--- src/rtl/nb_frame_pkg.sv ---
// Shared constants and types for the northbound lane frame packer/checker.
// Assumes one fixed CRC definition used by both ends of the link.
package nb_frame_pkg;
    localparam int unsigned CRC_W = 24;
    localparam logic [CRC_W-1:0] CRC_POLY = 24'h5D6DCB;
    localparam logic [CRC_W-1:0] CRC_SEED = '1;

    typedef enum logic [1:0] {
        OUT_DATA = 2'd0,
        OUT_IDLE = 2'd1,
        OUT_ERR  = 2'd2
    } rx_outcome_e;
endpackage

--- src/rtl/nb_crc_calc.sv ---
// Combinational CRC over a payload, fed bit 0 first, MSB feedback.
// Assumes the payload width is fixed at elaboration; unrolls PAY_W steps.
module nb_crc_calc
    import nb_frame_pkg::*;
#(
    parameter int unsigned PAY_W = 144
) (
    input  logic [PAY_W-1:0] payload,
    output logic [CRC_W-1:0] crc
);
    // Serial LFSR unrolled across every payload bit.
    always_comb begin
        logic [CRC_W-1:0] c;
        logic             fb;
        c = CRC_SEED;
        for (int i = 0; i < int'(PAY_W); i++) begin
            fb = c[CRC_W-1] ^ payload[i];
            c  = {c[CRC_W-2:0], 1'b0};
            if (fb) c = c ^ CRC_POLY;
        end
        crc = c;
    end
endmodule

--- src/rtl/nb_frame_tx.sv ---
// Transmit side: latches one payload (or an idle frame) at each frame
// boundary and presents one LANES-wide slice per bit-time.
// Assumes LANES*BIT_TIMES equals 2*BEAT_W plus the CRC width.
module nb_frame_tx
    import nb_frame_pkg::*;
#(
    parameter int unsigned LANES     = 14,
    parameter int unsigned BIT_TIMES = 12,
    parameter int unsigned BEAT_W    = 72
) (
    input  logic                  clk,
    input  logic                  rst_n,
    input  logic                  tx_valid,
    input  logic [2*BEAT_W-1:0]   tx_data,
    output logic                  tx_ready,
    output logic [LANES-1:0]      tx_lanes,
    output logic                  tx_frame_start
);
    localparam int unsigned PAY_W   = 2 * BEAT_W;
    localparam int unsigned FRAME_W = LANES * BIT_TIMES;
    localparam int unsigned CNT_W   = $clog2(BIT_TIMES);
    localparam logic [CNT_W-1:0] LAST_BT = CNT_W'(BIT_TIMES - 1);

    logic [CNT_W-1:0]   bt_q;
    logic [FRAME_W-1:0] frame_q;
    logic [CRC_W-1:0]   data_crc;
    logic [CRC_W-1:0]   zero_crc;
    logic [FRAME_W-1:0] idle_frame;

    nb_crc_calc #(.PAY_W(PAY_W)) data_crc_i (.payload(tx_data), .crc(data_crc));
    nb_crc_calc #(.PAY_W(PAY_W)) zero_crc_i (.payload('0),      .crc(zero_crc));

    // Idle frame: zero payload carrying the inverted CRC.
    assign idle_frame = {~zero_crc, {PAY_W{1'b0}}};

    assign tx_ready       = (bt_q == LAST_BT);
    assign tx_frame_start = (bt_q == '0);
    assign tx_lanes       = frame_q[int'(bt_q) * LANES +: LANES];

    // Bit-time counter and frame register, loaded at the boundary.
    always_ff @(posedge clk) begin
        if (!rst_n) begin
            bt_q    <= LAST_BT;
            frame_q <= idle_frame;
        end else begin
            bt_q <= (bt_q == LAST_BT) ? '0 : CNT_W'(bt_q + 1'b1);
            if (tx_ready) begin
                frame_q <= tx_valid ? {data_crc, tx_data} : idle_frame;
            end
        end
    end
endmodule

--- src/rtl/nb_frame_rx.sv ---
// Receive side: gathers BIT_TIMES lane words from a frame-start strobe,
// recomputes the CRC and pulses one outcome the cycle after the last word.
// Assumes lane alignment is already done; a new strobe restarts gathering.
module nb_frame_rx
    import nb_frame_pkg::*;
#(
    parameter int unsigned LANES     = 14,
    parameter int unsigned BIT_TIMES = 12,
    parameter int unsigned BEAT_W    = 72
) (
    input  logic                  clk,
    input  logic                  rst_n,
    input  logic [LANES-1:0]      rx_lanes,
    input  logic                  rx_frame_start,
    output logic [2*BEAT_W-1:0]   rx_data,
    output logic                  rx_data_valid,
    output logic                  rx_idle,
    output logic                  rx_crc_error
);
    localparam int unsigned PAY_W    = 2 * BEAT_W;
    localparam int unsigned FRAME_W  = LANES * BIT_TIMES;
    localparam int unsigned CNT_W    = $clog2(BIT_TIMES);
    localparam int unsigned LAST_OFF = (BIT_TIMES - 1) * LANES;
    localparam logic [CNT_W-1:0] LAST_BT = CNT_W'(BIT_TIMES - 1);

    logic [CNT_W-1:0]   bt_q;
    logic               active_q;
    logic [FRAME_W-1:0] gather_q;
    logic [FRAME_W-1:0] full_frame;
    logic [CNT_W-1:0]   word_idx;
    logic               capture;
    logic               last_word;
    logic [CRC_W-1:0]   calc_crc;
    logic [CRC_W-1:0]   rcv_crc;
    rx_outcome_e        outcome;

    assign word_idx  = rx_frame_start ? '0 : bt_q;
    assign capture   = rx_frame_start | active_q;
    assign last_word = capture && (word_idx == LAST_BT);

    // Complete frame as seen when the final word is on the lanes.
    always_comb begin
        full_frame = gather_q;
        full_frame[LAST_OFF +: LANES] = rx_lanes;
    end

    assign rcv_crc = full_frame[FRAME_W-1 -: CRC_W];
    nb_crc_calc #(.PAY_W(PAY_W)) chk_crc_i (.payload(full_frame[PAY_W-1:0]), .crc(calc_crc));

    // Classify: good CRC, inverted CRC (idle), or anything else.
    always_comb begin
        if (rcv_crc == calc_crc)       outcome = OUT_DATA;
        else if (rcv_crc == ~calc_crc) outcome = OUT_IDLE;
        else                           outcome = OUT_ERR;
    end

    // Gather lane words and register the outcome pulse.
    always_ff @(posedge clk) begin
        if (!rst_n) begin
            bt_q          <= '0;
            active_q      <= 1'b0;
            gather_q      <= '0;
            rx_data       <= '0;
            rx_data_valid <= 1'b0;
            rx_idle       <= 1'b0;
            rx_crc_error  <= 1'b0;
        end else begin
            rx_data_valid <= 1'b0;
            rx_idle       <= 1'b0;
            rx_crc_error  <= 1'b0;
            if (capture) begin
                gather_q[int'(word_idx) * LANES +: LANES] <= rx_lanes;
                if (last_word) begin
                    active_q      <= 1'b0;
                    bt_q          <= '0;
                    rx_data       <= full_frame[PAY_W-1:0];
                    rx_data_valid <= (outcome == OUT_DATA);
                    rx_idle       <= (outcome == OUT_IDLE);
                    rx_crc_error  <= (outcome == OUT_ERR);
                end else begin
                    active_q <= 1'b1;
                    bt_q     <= CNT_W'(word_idx + 1'b1);
                end
            end
        end
    end
endmodule

--- src/rtl/nb_frame_link.sv ---
// Top: northbound frame packer (transmit lanes) and frame checker
// (receive lanes). The two sides share only the frame definition.
module nb_frame_link #(
    parameter int unsigned LANES     = 14,
    parameter int unsigned BIT_TIMES = 12,
    parameter int unsigned BEAT_W    = 72
) (
    input  logic                  clk,
    input  logic                  rst_n,
    input  logic                  tx_valid,
    input  logic [2*BEAT_W-1:0]   tx_data,
    output logic                  tx_ready,
    output logic [LANES-1:0]      tx_lanes,
    output logic                  tx_frame_start,
    input  logic [LANES-1:0]      rx_lanes,
    input  logic                  rx_frame_start,
    output logic [2*BEAT_W-1:0]   rx_data,
    output logic                  rx_data_valid,
    output logic                  rx_idle,
    output logic                  rx_crc_error
);
    nb_frame_tx #(.LANES(LANES), .BIT_TIMES(BIT_TIMES), .BEAT_W(BEAT_W)) tx_i (
        .clk(clk), .rst_n(rst_n),
        .tx_valid(tx_valid), .tx_data(tx_data), .tx_ready(tx_ready),
        .tx_lanes(tx_lanes), .tx_frame_start(tx_frame_start)
    );

    nb_frame_rx #(.LANES(LANES), .BIT_TIMES(BIT_TIMES), .BEAT_W(BEAT_W)) rx_i (
        .clk(clk), .rst_n(rst_n),
        .rx_lanes(rx_lanes), .rx_frame_start(rx_frame_start),
        .rx_data(rx_data), .rx_data_valid(rx_data_valid),
        .rx_idle(rx_idle), .rx_crc_error(rx_crc_error)
    );
endmodule

--- config.mk ---
export PLATFORM = sky130hd
export DESIGN_NAME = nb_frame_link
export DESIGN_NICKNAME = d
export VERILOG_FILES = /design/src/rtl/nb_frame_pkg.sv /design/src/rtl/nb_crc_calc.sv /design/src/rtl/nb_frame_tx.sv /design/src/rtl/nb_frame_rx.sv /design/src/rtl/nb_frame_link.sv
export SDC_FILE = /design/constraint.sdc
export NUM_CORES = 2
export LEC_CHECK = 0
export BUFFER_PORTS_ARGS = -buffer_cell sky130_fd_sc_hd__buf_4
export CAP_MARGIN = 20
export CORE_ASPECT_RATIO = 1.25
export CORE_MARGIN = 2
export CORE_UTILIZATION = 40
export CTS_BUF_LIST = sky130_fd_sc_hd__clkbuf_8 sky130_fd_sc_hd__clkbuf_16
export CTS_CLUSTER_SIZE = 30
export DETAILED_ROUTE_END_ITERATION = 10
export PLACE_DENSITY = 0.58
export SYNTH_ARGS = -nofsm -noshare
export SYNTH_HDL_FRONTEND = slang
export SYNTH_SLANG_ARGS = --single-unit
--- constraint.sdc ---
create_clock -name clk -period 28 [get_ports clk]
set_input_delay 1.4 -clock clk [delete_from_list [all_inputs] [get_ports clk]]
set_output_delay 1.4 -clock clk [all_outputs]
set_load 0.005 [all_outputs]
==> out/qor.yml <==
synthMuxAreaShare_pct: 3.33
clock-sinks: 478
drc_errors: 0
clock_latency_ns: 0.69
worstSetupPathType: "primary input to register"
grt_start_max_net_pins: 92
min_period_ns: 19.58
synth_xor_xnor_area_share_pct: 67.3
synth.cell_area_um2: 59900
syn_nets: 4906
rows: 158
grt_pass1_vias: 37800
r2r_end: "rx_i.rx_crc_error"
routed_wl_um: 196000
arrival_ns: 20.14
fmax_mhz: 51.1
antenna_found_initial: 6
ys_top_cells_by_area: "xnor3_1, dfxtp_1, xnor2_1"
vias: 37300
drive_gt1_share_pct: 18.0
ctsResizeCount: 0
synth_compound_area_share_pct: 7.06
yosysTopAreaCell: "xnor3_1"
path_clk_slew_ns: 0.06
htreeDepth: 2
gp_congestion: 1.00
grt_usage_pct: 25.2
synth_flop_cell: "dfxtp_1"
finalMaxSlewViolations: 0
crit_path_start: "tx_data[5]"
rsz0062_at_grt: "false"
synth_top_area_share_pct: 27.5
crit_slowest_cell: "xnor3_1"
end_kind: "register"
hold_path_class: "register to register"
synthToLayoutAreaGrowth_pct: 10.4
placed_cell_area_um2: 64300
cap_violations: 0
synth_top_family_by_area: "XOR/XNOR gates"
drt-pass1-iter-count: 6
num-fill-cells: 13600
synth-adder-area-share_pct: 0.384
rrSetupSlack_ns: 9.16
async_flop_share_pct: 0
synthCells: 4728
place_ws_ns: 7.59
required_ns: 28.55
viasPerCell: 5.33
ios: 325
dieArea_um2: 153000
ys_seq_area_share_pct: 16.0
fin_setup_tns_ns: 0
ys_ff_latch: 478
worstSetupStartpointType: "primary input"
ys_types: 67
grt_first_pass_wirelength_um: 279000
synth_edf_count: 0
die_h_um: 437
cp_max_fo: 11
core_area_um2: 148000
cts_made_buffers: 54
cts_tree: "yes"
ctsHoldBuffers: 0
status: "finished, final reports clean"
yosys.area_share.simple_pct: 4.21
die-width_um: 350
cts_root_buf: "clkbuf_16"
multi_input_area_um2: 49400
path_common_cell: "xnor3_2"
start_util_pct: 40.4
io_buffers: 324
nets: 5130
tightest_slew_ns: 1.25
cts_buffer_depth: 3
ant_nets: 0
finalHoldViolations: 0
cpPeakStageDelay_ns: 0.80
maxSlewHeadroom_pct: 16.4
setup_slack_ns: 8.42
timing.hold.ws_ns: 0.458
syn_avg_cell_area_um2: 12.7
setup_violations: 0
hpwlAfterDp_um: 160000
drt_iter0_markers: 3065
finalInstanceArea_um2: 66200
worstSetupEndpoint: "tx_i.frame_q[156]"
timing.rr.start: "rx_i.gather_q[4]"
fin_crit_sh_pct: 69.9
overflow: 0
post_drt_wl_per_cell_um: 28.1
clock_skew_ns: 0.0416
yosysWarnings: 0
post_cts_buffers: 0
worstRegToRegCells: 39
regArea_um2: 9570
[how the worst min path moves through the flow]
stage,startpoint,to,cells past startpoint
after floorplan,tx_i.frame_q[149],tx_i.frame_q[149],2
after global placement,rx_i.gather_q[151],rx_i.gather_q[151],2
after detailed placement,tx_i.frame_q[159],tx_i.frame_q[159],2
after global routing,tx_i.frame_q[29],tx_i.frame_q[29],1
after CTS,tx_i.frame_q[159],tx_i.frame_q[159],2
final,tx_i.frame_q[159],tx_i.frame_q[159],2
[state kept, by name, indices dropped and copies added (netlist names)]
name and count:
rx_i.rx_data_valid 1, rx_i.rx_idle 1, tx_i.bt_q 4, tx_i.frame_q 168, rx_i.rx_crc_error 1, rx_i.rx_data 144
rx_i.gather_q 154, rx_i.active_q 1, rx_i.bt_q 4
[layout by cell type (no fill, tap or decap), drive strengths merged, types with 9 or more instances in the layout]
master	count
nand2	170
nand4	9
nand2b	12
xnor2	1223
nand3	58
inv	48
dfxtp	478
nor2	228
or3	9
a22oi	11
xor2	466
o22ai	42
mux2i	97
xor3	148
mux4	44
a31oi	12
clkbuf	64
a22o	298
a21oi	100
buf	362
clkinv	12
and3	10
xnor3	876
o21ai	53
ha	12
nor3	60
[synth_stat cells, types with 60 or more instances]
library cell and n:
a22o_1 297, dfxtp_1 478, xnor2_1 1088, a21oi_1 100, mux2i_1 97, nor3_1 60
clkbuf_1 137, xnor3_2 135, nor2_1 228, nand2_1 170, xnor2_2 110, xor3_1 123
xnor3_1 732, xor2_1 391
[layout make-up]
cell class	instances	area share, %
Antenna cell	1	0.00378
Tap cell	2000	3.78
Timing Repair Buffer	362	4.11
Inverter	34	0.197
Sequential cell	478	14.5
Multi-Input combinational cell	4022	74.6
Clock buffer	64	2.30
Clock inverter	38	0.526
[metal layers]
metal  global-route usage, %  share of wire [%]  vias to the layer above
met5                       0              0.011                        -
met4                    6.79                2.9                        4
met3                    3.22                5.3                      219
met2                    42.4                 48                     1197
met1                    34.2                 44                    18800
li1                        -                  -                    17000
[worst max-delay path, delay by kind of cell]
| kind | cells | cell delay (ns) |
|---|---|---|
| AOI/OAI and AO/OA | 1 | 0.08 |
| xor gates and xnor gates | 38 | 18.36 |
| buffers and inverters | 1 | 0.23 |
[cell families after synthesis]
kind of cell | after synthesis
DFF | 478
and+or+nand+nor | 584
buffers and inverters | 228
adders and majority gates | 16
muxes | 144
xor gates and xnor gates | 2713
AOI/OAI and AO/OA | 565
[stage by stage]
step	cells	util [%]
6_report	6999	44.6
3_5_place_dp	6894	43.3
5_1_grt	6998	44.6
3_3_place_gp	6893	43.3
2_1_floorplan	4728	-
4_1_cts	6996	44.6
Power is not shown: default switching activity piles up to over one toggle a cycle in this logic, so the estimate is an artifact.
